File: src/rtl/clk_scaler_pkg.sv
// Package: shared constants and helpers for the clock enable scaler.
// Assumes the scale code is log-encoded: 0 off, n gives divide 2^(n-1).
package clk_scaler_pkg;

    // Code that turns a channel off; also the reset value.
    localparam int unsigned CODE_OFF = 0;

    // Decoded view of a stored scale code.
    typedef struct packed {
        logic running;   // legal nonzero code
        logic illegal;   // code above the legal range
    } scale_mode_t;

endpackage

File: src/rtl/scale_decode.sv
// scale_decode: turns a stored scale code into a run flag, an illegal-code
// flag and the terminal count of the divide counter.
// Assumes CNT_W = MAX_CODE-1 so the largest divide fits the counter.
module scale_decode
    import clk_scaler_pkg::*;
#(
    parameter int unsigned CODE_W   = 4,
    parameter int unsigned MAX_CODE = 9,
    parameter int unsigned CNT_W    = MAX_CODE - 1
) (
    input  logic [CODE_W-1:0] code,
    output scale_mode_t       mode,
    output logic [CNT_W-1:0]  term_cnt
);

    logic [CNT_W:0] pow2;
    logic [CNT_W:0] pow2_m1;

    // Classify the code as off, running or illegal.
    always_comb begin
        mode.illegal = (code > CODE_W'(MAX_CODE));
        mode.running = (code != CODE_W'(CODE_OFF)) && !mode.illegal;
    end

    // Terminal count is 2^(code-1) - 1 for a running code, else zero.
    always_comb begin
        pow2    = '0;
        pow2_m1 = '0;
        if (mode.running) begin
            pow2    = (CNT_W+1)'(1) << (code - CODE_W'(1));
            pow2_m1 = pow2 - (CNT_W+1)'(1);
        end
        term_cnt = pow2_m1[CNT_W-1:0];
    end

endmodule

File: src/rtl/div_counter.sv
// div_counter: counts system cycles and emits a one-cycle tick when the
// count reaches its terminal value. Assumes term_cnt changes only on a cycle
// where restart is high.
module div_counter #(
    parameter int unsigned CNT_W = 8
) (
    input  logic             clk,
    input  logic             rst_n,
    input  logic             restart,
    input  logic             run,
    input  logic [CNT_W-1:0] term_cnt,
    output logic             tick
);

    logic [CNT_W-1:0] cnt_q;

    // Count up, wrapping at the terminal count; clear on restart or when idle.
    always_ff @(posedge clk) begin
        if (!rst_n) begin
            cnt_q <= '0;
        end else if (restart || !run) begin
            cnt_q <= '0;
        end else if (cnt_q == term_cnt) begin
            cnt_q <= '0;
        end else begin
            cnt_q <= cnt_q + CNT_W'(1);
        end
    end

    // Tick in the last cycle of each divided period.
    assign tick = run && (cnt_q == term_cnt);


    cnt_in_range_chk: assert property (@(posedge clk) disable iff (!rst_n)
        run |-> (cnt_q <= term_cnt));

endmodule

File: src/rtl/scaler_channel.sv
// scaler_channel: one channel's stored code, sticky illegal-code flag and
// divider. Assumes wr_hit is already qualified with the channel index.
module scaler_channel
    import clk_scaler_pkg::*;
#(
    parameter int unsigned CODE_W   = 4,
    parameter int unsigned MAX_CODE = 9,
    parameter int unsigned CNT_W    = MAX_CODE - 1
) (
    input  logic              clk,
    input  logic              rst_n,
    input  logic              wr_hit,
    input  logic [CODE_W-1:0] wr_code,
    output logic              tick,
    output logic              active,
    output logic              rsvd_seen
);

    logic [CODE_W-1:0] code_q;
    logic              rsvd_q;
    scale_mode_t       mode;
    logic [CNT_W-1:0]  term_cnt;

    // Hold the scale code; reset to off.
    always_ff @(posedge clk) begin
        if (!rst_n) begin
            code_q <= CODE_W'(CODE_OFF);
        end else if (wr_hit) begin
            code_q <= wr_code;
        end
    end

    // Remember any write of an illegal code until reset.
    always_ff @(posedge clk) begin
        if (!rst_n) begin
            rsvd_q <= 1'b0;
        end else if (wr_hit && (wr_code > CODE_W'(MAX_CODE))) begin
            rsvd_q <= 1'b1;
        end
    end

    scale_decode #(
        .CODE_W   (CODE_W),
        .MAX_CODE (MAX_CODE),
        .CNT_W    (CNT_W)
    ) u_dec (
        .code     (code_q),
        .mode     (mode),
        .term_cnt (term_cnt)
    );

    div_counter #(
        .CNT_W (CNT_W)
    ) u_cnt (
        .clk      (clk),
        .rst_n    (rst_n),
        .restart  (wr_hit),
        .run      (mode.running),
        .term_cnt (term_cnt),
        .tick     (tick)
    );

    assign active    = mode.running;
    assign rsvd_seen = rsvd_q;


    first_tick_late_chk: assert property (@(posedge clk) disable iff (!rst_n)
        (wr_hit && (wr_code > CODE_W'(1)) && (wr_code <= CODE_W'(MAX_CODE)))
        |=> !tick);


    no_double_tick_chk: assert property (@(posedge clk) disable iff (!rst_n)
        (tick && (term_cnt != '0) && !wr_hit) |=> !tick);


    rsvd_sticky_chk: assert property (@(posedge clk) disable iff (!rst_n)
        rsvd_q |=> rsvd_q);


    rsvd_silent_chk: assert property (@(posedge clk) disable iff (!rst_n)
        mode.illegal |-> (!tick && rsvd_q));

endmodule

File: src/rtl/access_gate.sv
// access_gate: forwards peripheral requests for running channels and flags
// requests aimed at channels that are off. Purely combinational.
module access_gate #(
    parameter int unsigned NUM_CH = 4
) (
    input  logic [NUM_CH-1:0] req,
    input  logic [NUM_CH-1:0] running,
    output logic [NUM_CH-1:0] grant,
    output logic [NUM_CH-1:0] err
);

    // Split each request by whether its channel clock runs.
    always_comb begin
        grant = req & running;
        err   = req & ~running;
    end

endmodule

File: src/rtl/clk_scaler_bank.sv
// clk_scaler_bank: top level. Decodes the shared write port to one channel,
// instantiates one scaler per channel and gates access requests.
// Assumes NUM_CH >= 2 and a single system clock.
module clk_scaler_bank #(
    parameter int unsigned NUM_CH   = 4,
    parameter int unsigned CODE_W   = 4,
    parameter int unsigned MAX_CODE = 9,
    localparam int unsigned CH_W    = $clog2(NUM_CH),
    localparam int unsigned CNT_W   = MAX_CODE - 1
) (
    input  logic              clk,
    input  logic              rst_n,
    input  logic              wr_en,
    input  logic [CH_W-1:0]   wr_ch,
    input  logic [CODE_W-1:0] wr_code,
    input  logic [NUM_CH-1:0] acc_req,
    output logic [NUM_CH-1:0] clk_en,
    output logic [NUM_CH-1:0] ch_active,
    output logic [NUM_CH-1:0] code_rsvd,
    output logic [NUM_CH-1:0] acc_grant,
    output logic [NUM_CH-1:0] acc_err
);

    logic [NUM_CH-1:0] wr_hit;

    for (genvar i = 0; i < NUM_CH; i++) begin : g_ch
        // Route the write only to the addressed channel.
        assign wr_hit[i] = wr_en && (wr_ch == CH_W'(i));

        scaler_channel #(
            .CODE_W   (CODE_W),
            .MAX_CODE (MAX_CODE),
            .CNT_W    (CNT_W)
        ) u_chan (
            .clk       (clk),
            .rst_n     (rst_n),
            .wr_hit    (wr_hit[i]),
            .wr_code   (wr_code),
            .tick      (clk_en[i]),
            .active    (ch_active[i]),
            .rsvd_seen (code_rsvd[i])
        );


        other_ch_stable_chk: assert property (@(posedge clk) disable iff (!rst_n)
            (!wr_hit[i]) |=> ($stable(ch_active[i]) && $stable(code_rsvd[i])));


        idle_no_strobe_chk: assert property (@(posedge clk) disable iff (!rst_n)
            (!ch_active[i]) |-> !clk_en[i]);
    end

    access_gate #(
        .NUM_CH (NUM_CH)
    ) u_gate (
        .req     (acc_req),
        .running (ch_active),
        .grant   (acc_grant),
        .err     (acc_err)
    );


    gate_split_chk: assert property (@(posedge clk) disable iff (!rst_n)
        ((acc_grant | acc_err) == acc_req) && ((acc_grant & acc_err) == '0));

endmodule

File: config.mk
export PLATFORM = sky130hd
export DESIGN_NAME = clk_scaler_bank
export DESIGN_NICKNAME = d
export VERILOG_FILES = /design/src/rtl/clk_scaler_pkg.sv /design/src/rtl/scale_decode.sv /design/src/rtl/div_counter.sv /design/src/rtl/scaler_channel.sv /design/src/rtl/access_gate.sv /design/src/rtl/clk_scaler_bank.sv
export SDC_FILE = /design/constraint.sdc
export NUM_CORES = 1
export LEC_CHECK = 0
export ABC_AREA = 1
export BUFFER_PORTS_ARGS = -buffer_cell sky130_fd_sc_hd__buf_2
export CORE_MARGIN = 8
export CORE_UTILIZATION = 54
export CTS_CLUSTER_DIAMETER = 200
export DETAILED_ROUTE_END_ITERATION = 10
export PLACE_DENSITY = 0.74
export SYNTH_ARGS = -nofsm -noshare
export SYNTH_HDL_FRONTEND = slang
export SYNTH_SLANG_ARGS = --single-unit
File: constraint.sdc
create_clock -name clk -period 2 [get_ports clk]
set_clock_uncertainty 0.2 [all_clocks]
set_input_delay 0.2 -clock clk [delete_from_list [all_inputs] [get_ports clk]]
set_output_delay 0.2 -clock clk [all_outputs]
set_load 0.05 [all_outputs]
== Yosys cells after proc, flatten, opt, wreduce, memory -nomap -nowiden ==
Cells that the tools add are included.
W data, S select, Z words.
Storage, ports and cells
  input port bits: 13
  output and inout port bits: 20
  memory bits (read-only): 0
  latch bits: 0
  register bits: 52
  bits in writable memories: 0
  word-level logic and storage cells: 85
  memories kept: 0
Operators by class
  divide/modulo/power cells: 0
  add/sub/neg operators: 12
  order comparisons: 5
  eq/ne operators: 7
  $mul: 0
  reduce and logical (&&, ||, !) cells: 37
  shift operators: 4
  multiplexer cells: 4
  bitwise operators: 4
Operators with widths (count)
  $add A8 B1 Y8 const B: 4
  $eq A8 B8 Y1: 4
  $mux W8: 4
  $shl A1 B4 Y8 const A: 4
  $sub A8 B1 Y8 const B: 4
  $gt A4 B4 Y1 const B: 5
  $logic_and A1 B1 Y1: 16
  $reduce_bool A4 Y1: 4
  $sub A4 B1 Y4 const B: 4
  $reduce_or A3 Y1: 4
  $and A4 B4 Y4: 2
  $logic_not A1 Y1: 8
  $eq A2 B2 Y1 const B: 2
  $logic_or A1 B1 Y1: 4
  $not A4 Y4: 1
  $eq A2 B1 Y1 const B: 1
  $logic_not A2 Y1: 1
  $not A1 Y1: 1

== Logic depth before layout (Yosys ltp) ==
Gate-level depths: netlist (run 1).
  word-level depth: 6
  gate-level depth with buffers: 15

== Hierarchy ==
From an unflattened synthesis (run 1), not the netlist that was laid out.
Unflattened totals
  cell total of the unflattened synthesis: 608
  area total of the unflattened synthesis: 3688.5 sq um
Modules (own cells, without submodules)
  div_counter: times used 4, sequential area each 160.2 sq um, area each 486.7 sq um, cells each 74
  scale_decode: times used 4, sequential area each 0.0 sq um, area each 221.5 sq um, cells each 48
  scaler_channel: times used 4, sequential area each 100.1 sq um, area each 188.9 sq um, cells each 24
  access_gate: times used 1, sequential area each 0.0 sq um, area each 70.1 sq um, cells each 16
  clk_scaler_bank: times used 1, sequential area each 0.0 sq um, area each 30.0 sq um, cells each 8

== Worst setup path after synthesis (run 1) ==
OpenSTA, ideal clock, no wires.
  path type: reg-to-output
  from: register g_ch[2].u_chan.code_q[0]
  to: output clk_en[2]
  cell stages (with the launch flop): 15
  data arrival time: 1.784 ns
  buffers on the path: 1
  data required time: 1.600 ns
  slack: -0.184 ns
  path through: dfxtp_1 inv_1 nor2_1 nand2_1 ha_1 inv_1 nor3_1 nor2_1 nand2_1 nand2_1 nand2_1 nor2_1 nand3_2 nor2_1 buf_4
On the way
  word-level cells in the longest chain between the ends: 6
RTL lines
  from (decl): RTL line scaler_channel.sv:19  | logic [CODE_W-1:0] code_q;
  from (signal assigned): RTL line scaler_channel.sv:27  | code_q <= CODE_W'(CODE_OFF);
  from (signal assigned): RTL line scaler_channel.sv:29  | code_q <= wr_code;
  $sub A4 B1 Y4 or $gt A4 B4 Y1 (tied branches): RTL line scale_decode.sv:30, scale_decode.sv:21
  $shl A1 B4 Y8 or $logic_not A1 Y1 (tied branches): RTL line scale_decode.sv:30, scale_decode.sv:22
  $sub A8 B1 Y8 or $logic_and A1 B1 Y1 (tied branches): RTL line scale_decode.sv:31, scale_decode.sv:22
  $mux W8: RTL line scale_decode.sv:29  | if (mode.running) begin
  $eq A8 B8 Y1: RTL line div_counter.sv:31  | assign tick = run && (cnt_q == term_cnt);
  $logic_and A1 B1 Y1 *: RTL line div_counter.sv:31
  to (decl): RTL line clk_scaler_bank.sv:17  | output logic [NUM_CH-1:0] clk_en,
Mark *: on every way between the ends. The rest lies on a longest branch, timed or not.

== Worst setup path after layout (run 1) ==
  from: register g_ch[1].u_chan.code_q[2]
  to: output clk_en[1]
On the way
  word-level cells in the longest chain between the ends: 6
RTL lines (RTL line)
  from (decl): scaler_channel.sv:19
  from (signal assigned): scaler_channel.sv:27
  from (signal assigned): scaler_channel.sv:29
  $sub A4 B1 Y4 or $gt A4 B4 Y1 (tied branches): scale_decode.sv:30, scale_decode.sv:21
  $shl A1 B4 Y8 or $logic_not A1 Y1 (tied branches): scale_decode.sv:30, scale_decode.sv:22
  $sub A8 B1 Y8 or $logic_and A1 B1 Y1 (tied branches): scale_decode.sv:31, scale_decode.sv:22
  $mux W8: scale_decode.sv:29
  $eq A8 B8 Y1: div_counter.sv:31
  $logic_and A1 B1 Y1 *: div_counter.sv:31
Marked as above.

==> results.tsv, run 1 <==
metric	value	unit
final period utilization	131	%
largest net degree at the start of global routing	17	
Filler cells	447	
CTS root buf	clkbuf_8	
critical path's largest stage delay	0.37	ns
total power	2.95	mW
Hold Crit Class	in2reg	
core area	6240	um^2
f_max	383	MHz
main flop type after synthesis	dfxtp_1	
H-tree Lvls	2	
vias	3890	
Ys Warns	0	
CTS max path bufs	2	
total iterations of the first detailed-routing run	5	
die height	95.7	um
Cell Pwr Density	594	nW/um^2
vias in the first global route	3577	
placed cell area	4100	um^2
Hold WS	0.0262	ns
share of post-route cells with drive strength above 1	36.7	%
Starting Density	55.0	%
Rel. slew slack	57.4	%
WP data required	1.60	ns
post-synthesis register bit count	52	
Avg Cell Area, Syn	6.17	um^2
hold buffers post-CTS	0	
area occupied by multi-input gates	2510	um^2
Mapped Nets	577	
DR vias/cell	5.28	
first-pass GRT wire length	14800	um
GPL Wtd Cong	0.866	
RSZ-0062 raised after global routing	true	
Unique masters post-synth	26	
Die X	95.7	um
DP Wirelength	6450	um
synthesized instance count	556	
die area	9170	um^2
worst setup margin	-0.611	ns
Routed Antenna Nets	0	
# Max-Cap Violations	0	
Setup WS pre-CTS	-0.151	ns
EDFF count, synth	0	
critical path type	reg2out	
PortBufs	32	
CP Cell Sequence	nor2_4 -> nand3_2 -> ha_4 -> inv_2 -> nor2_1 -> nor2_1 -> nand3_1 -> nand2_1 -> nand2_1 -> nor2_2 -> nand2_2 -> nor2_2 -> buf_6	
initial antenna violation count	0	
post-synth top area cell	dfxtp_1	
Worst path slowest cell	dfxtp_4	
most area-consuming cells after synthesis	dfxtp_1, nand2_1, nor2_1, nand3_1, inv_1	
I/O pin total	33	
CP Max Fanout	4	
utilization after layout	79.5	%
grt ovf	0	
Worst VDD drop	540	uV
routed len/inst	13.6	um
Synth top area share	30.3	%
final setup fails	32	
final instance area	4960	um^2
asr flop ratio synth	0	%
Iteration-0 DRC Markers	213	
DRC viols	0	
Seq/Total Area, Yosys	30.3	%
Sequential Area	1080	um^2
Clock Sinks	52	
status	complete, but fails checks	
Final Net Count	680	
clk_lat worst skew	0.31	ns
Slew Viols, Final	0	
Final Hold Viols	0	
Tmin final	2.61	ns
diode count	0	
Worst Path Arrival	2.21	ns
critical path startpoint category	flip-flop	
most frequent cell after synthesis	nand2_1	
Clock transition at path regs	0.10	ns
CTS buffer count	5	
failing checks	negative setup slack	
Slew @ Worst Pin	0.634	ns
total track usage	19.5	%
LEAKAGE	2.16	nW
CTS tree	yes	
final wirelength	10000	um
Crit. End Element	output pin	
Commonest cells post-synth	nand2_1, nor2_1, inv_1	
synthesized cell area	3430	um^2
area delta synth->final	44.4	%
row cnt	29	
==> stage by stage <==
step,cells,setup TNS (ns)
floorplan,556,-0.0455
global placement,707,-0.423
detailed placement,707,-1.06
CTS,732,-2.21
global route,737,-8.25
finish,737,-4.17
==> final timing paths <==
| path | end | cells past startpoint | start | slack, ns |
|---|---|---|---|---|
| worst max-delay path | clk_en[1] | 13 | g_ch[1].u_chan.code_q[2]$_SDFFE_PN0P_ | -0.61 |
| worst min-delay path | g_ch[1].u_chan.code_q[1]$_SDFFE_PN0P_ | 3 | wr_code[1] | 0.03 |
| worst max register to register | g_ch[1].u_chan.u_cnt.cnt_q[0]$_SDFF_PP0_ | 14 | g_ch[1].u_chan.code_q[2]$_SDFFE_PN0P_ | -0.18 |
| worst min register to register | g_ch[2].u_chan.rsvd_seen$_SDFFE_PN0P_ | 2 | g_ch[2].u_chan.rsvd_seen$_SDFFE_PN0P_ | 0.29 |
==> critical path: cells and delay by family, from the launching register on <==
| family | cells | cell delay [ns] |
|---|---|---|
| fa+ha+maj | 1 | 0.18 |
| buf+inv | 2 | 0.22 |
| flops | 1 | 0.37 |
| simple gates | 10 | 1.12 |
==> layer usage <==
metal | global-route usage, % | share of wire (%)
met3 | 3.04 | 5.2
met5 | 0 | 0
met2 | 34.3 | 50
met1 | 24.1 | 43
met4 | 4.87 | 1.7
==> flip-flops by register name, summed over array words and instances, names as in the netlist <==
register                 count
g_ch.u_chan.code_q          16
g_ch.u_chan.rsvd_seen        4
g_ch.u_chan.u_cnt.cnt_q     32
==> layout make-up <==
class	count	area share, %
clock inverters	2	0.303
repair buffers	111	18.1
clock buffers	6	1.67
inverters	70	5.60
well taps	77	1.94
flip-flops and latches	52	21.8
multi-input cells	419	50.6
==> placed cells by master (no fill, tap or decap), types with 5 or more instances in the layout <==
cell	synthesis	routed
dfxtp_2	0	8
buf_8	0	5
nor2_1	96	45
nand3_1	52	44
a21oi_1	21	21
nand2_4	1	7
nor3_1	14	10
xnor2_1	5	5
xor2_1	20	20
inv_1	64	57
nand4_1	5	5
o21ai_0	26	21
buf_6	1	20
nor2_2	2	30
nand2_2	9	10
buf_2	1	19
nand2_1	145	134
buf_4	12	65
nand3_2	1	9
dfxtp_1	52	36
inv_4	0	6
nand3b_1	7	7
nor2_4	1	24
clkbuf_8	0	6
dfxtp_4	0	8
inv_2	6	7
==> where the power goes <==
group          total, mW  switching [mW]  internal, mW
clock              0.642           0.361         0.281
combinational       1.19           0.704         0.491
sequential          1.11          0.0468          1.06
==> logic make-up after synthesis <==
logic type | Yosys count | synth area share [%]
compound gates | 53 | 8.16
xor+xnor | 25 | 6.38
fa+ha+maj | 8 | 2.92
buf+inv | 85 | 10.9
flops | 52 | 30.3
simple gates | 333 | 41.4
==> timing repair <==
| action | 4_1_cts | 5_1_grt |
|---|---|---|
| cloned | 0 | 0 |
| buffers inserted | 19 | 10 |
| resized for setup | 46 | 131 |
| pin swaps | 26 | 40 |
| endpoints found under the setup margin | 44 | 47 |
No activity file was read; power rests on OpenSTA's default activity.
==> run 2: changes to the inputs <==
--- a/config.mk
+++ b/config.mk
@@ -8,10 +8,10 @@
 export ABC_AREA = 1
 export BUFFER_PORTS_ARGS = -buffer_cell sky130_fd_sc_hd__buf_2
 export CORE_MARGIN = 8
-export CORE_UTILIZATION = 54
+export CORE_UTILIZATION = 60
 export CTS_CLUSTER_DIAMETER = 200
 export DETAILED_ROUTE_END_ITERATION = 10
-export PLACE_DENSITY = 0.74
+export PLACE_DENSITY = 0.78
 export SYNTH_ARGS = -nofsm -noshare
 export SYNTH_HDL_FRONTEND = slang
 export SYNTH_SLANG_ARGS = --single-unit
==> constraint.sdc (replaced) <==
create_clock -name clk -period 2.9 [get_ports clk]
set_clock_uncertainty 0.2 [all_clocks]
set_input_delay 0.29 -clock clk [delete_from_list [all_inputs] [get_ports clk]]
set_output_delay 0.29 -clock clk [all_outputs]
set_load 0.05 [all_outputs]
==> run 2 against run 1 <==
  * The flow now finishes without violations
  * Total power shrank 43%
  * First-iteration DRC count fell by 44%
  * Utilization decreased by 12 points
  * Worst hold slack improved by 0.070 ns
  * Die area shrank 8.4%
  * Worst setup slack better by 0.81 ns
  * Critical endpoint is now clk_en[3]
  * Largest cell class unchanged
  * Largest power group is now registers
  * Highest routed layer unchanged
==> results.tsv, run 2 (synthesis gave the netlist of run 1 again) <==
metric	value	unit	change
Starting Density	62.3	%	+7.3 points
most frequent cells in the layout	nand2_1, nor2_1, inv_1		
Setup WS pre-CTS	0.370	ns	+0.521 ns
routed len/inst	11.5	um	-16%
I/O pin total	33		unchanged
Largest register FFs	32		unchanged
utilization after layout	67.8	%	-12 points
TNS Setup	0	ns	+4.17 ns
die area	8400	um^2	-8.4%
total power	1.69	mW	-43%
final instance area	3740	um^2	-25%
DRC viols	0		unchanged
Most common cell on crit path	nor2_1		
CTS root buf	clkbuf_8		
critical path startpoint category	flip-flop		
commonest non-fill, non-tap cell in the layout	nand2_1		
Routed Antenna Nets	0		unchanged
worst setup path end	clk_en[3]		
Filler cells	529		+18%
status	finished clean		
largest net degree at the start of global routing	18		+1
Finished Layout Cells	653		-11%
Setup Fix Bufs, Post-CTS	0		-19
worst r2r src	g_ch[3].u_chan.code_q[1]$_SDFFE_PN0P_		
cell total after placement	645		-8.8%
R2R depth	13		-1
Crit. End Element	output pin		
CP Max Fanout	5		+1
critical path's largest stage delay	0.37	ns	about the same
area occupied by multi-input gates	2060	um^2	-18%
Hold Crit Class	in2reg		
share of post-route cells with drive strength above 1	12.7	%	-24 points
DP Wirelength	5720	um	-11%
die height	91.6	um	-4.3%
# Max-Cap Violations	0		unchanged
CTS tree	yes		
LEAKAGE	1.70	nW	-21%
final period utilization	93.0	%	
vias in the first global route	3103		-13%
WL met2	3500	um	-30%
Worst path slowest cell	dfxtp_1		
Die X	91.6	um	-4.3%
diode count	0		unchanged
uppermost layer routed	met4		
Crit. path cell count	13		unchanged
register with the most flip-flops	g_ch.u_chan.u_cnt.cnt_q		
Iteration-0 DRC Markers	119		-44%
vias	3376		-13%
first-pass GRT wire length	12800	um	-14%
total iterations of the first detailed-routing run	4		-1
total track usage	17.9	%	-1.6 points
hold buffers post-CTS	0		unchanged
PortBufs	32		unchanged
grt ovf	0		unchanged
met1 wire length	3610	um	-16%
initial antenna violation count	0		unchanged
critical path type	reg2out		
clk_lat worst skew	0.30	ns	about the same
CTS max path bufs	2		unchanged
row cnt	27		-6.9%
H-tree Lvls	2		unchanged
GPL Wtd Cong	0.901		+4.0%
routed wire length on met3	282	um	-46%
worst setup margin	0.202	ns	+0.813 ns
DR vias/cell	5.17		-2.0%
Worst Path Arrival	2.21	ns	about the same
Hold WS	0.0966	ns	+0.0704 ns
Slew @ Worst Pin	0.586	ns	-0.0482 ns
R2R setup slack	0.79	ns	+0.97 ns
Sequential Area	1050	um^2	-2.8%
hold depth	3		unchanged
WP data required	2.41	ns	+0.81 ns
Post-CTS Resized	0		-100%
Reg-to-Reg End	g_ch[3].u_chan.u_cnt.cnt_q[5]$_SDFF_PP0_		
CP Buf/Inv Count	1		-1
final wirelength	7510	um	-25%
Cell Pwr Density	453	nW/um^2	-24%
CP Cell Sequence	nor2_2 -> nand3_1 -> ha_1 -> nor2_1 -> nor2_1 -> nor2_1 -> nand2_1 -> nand2_1 -> nand2_1 -> nor2_1 -> nand3_1 -> nor2_1 -> buf_4		
core area	5510	um^2	-12%
final setup fails	0		-100%
Clock transition at path regs	0.09	ns	about the same
largest delay contributor family on the critical path	simple AND/OR/NAND/NOR gates		
RSZ-0062 raised after global routing	false		
Slew Viols, Final	0		unchanged
beginning of the critical path	g_ch[3].u_chan.code_q[1]$_SDFFE_PN0P_		
Final Net Count	601		-12%
area delta synth->final	8.82	%	
Clock Sinks	52		unchanged
CTS buffer count	5		unchanged
Tmin final	2.70	ns	
f_max	371	MHz	
Final Hold Viols	0		unchanged
Rel. slew slack	60.6	%	+3.2 points
Worst VDD drop	310	uV	-43%
placed cell area	3570	um^2	-13%
[run 2: cell types whose count changed in the layout (fill, tap and decap cells not counted), sizes merged]
cell / previous run / this run
buf: 109 / 32
clkbuf: 8 / 7
clkinvlp: 2 / 1
[run 2: routing by layer]
| metal | vias up | GRT usage [%] |
|---|---|---|
| li1 | 1797 | - |
| met4 | 0 | 5.73 |
| met3 | 9 | 4.16 |
| met2 | 56 | 31.5 |
| met5 | - | 0 |
| met1 | 1514 | 20.8 |
[run 2: power by group]
| group | switching (mW) | internal, mW |
|---|---|---|
| combinational | 0.343 | 0.149 |
| clock | 0.236 | 0.194 |
| sequential | 0.0335 | 0.735 |
| total | 0.613 | 1.08 |
[run 2: cell type report]
cell class	instances	area share [%]
multi-input combinational	419	55.1
sequential	52	28.1
inverter	70	7.03
timing repair buffer	32	4.86
tap	72	2.41
clock buffer	7	2.31
clock inverter	1	0.201
[run 2: worst min path at each step]
| stage | startpoint | endpoint | slack, ns |
|---|---|---|---|
| floorplan | wr_code[1] | g_ch[1].u_chan.code_q[1]$_SDFFE_PN0P_ | 0.22 |
| global placement | g_ch[2].u_chan.rsvd_seen$_SDFFE_PN0P_ | g_ch[2].u_chan.rsvd_seen$_SDFFE_PN0P_ | 0.25 |
| detailed placement | g_ch[2].u_chan.rsvd_seen$_SDFFE_PN0P_ | g_ch[2].u_chan.rsvd_seen$_SDFFE_PN0P_ | 0.26 |
| CTS | wr_code[1] | g_ch[1].u_chan.code_q[1]$_SDFFE_PN0P_ | 0.08 |
| global route | wr_code[1] | g_ch[1].u_chan.code_q[1]$_SDFFE_PN0P_ | 0.13 |
| finish | wr_code[1] | g_ch[1].u_chan.code_q[1]$_SDFFE_PN0P_ | 0.1 |
[run 2: worst reg2reg max path, delay by kind of cell (launching register included)]
kind | cells | cell delay (ns)
adder cells (fa/ha/maj) | 1 | 0.26
flip-flops | 1 | 0.37
AND/OR/NAND/NOR | 12 | 1.17
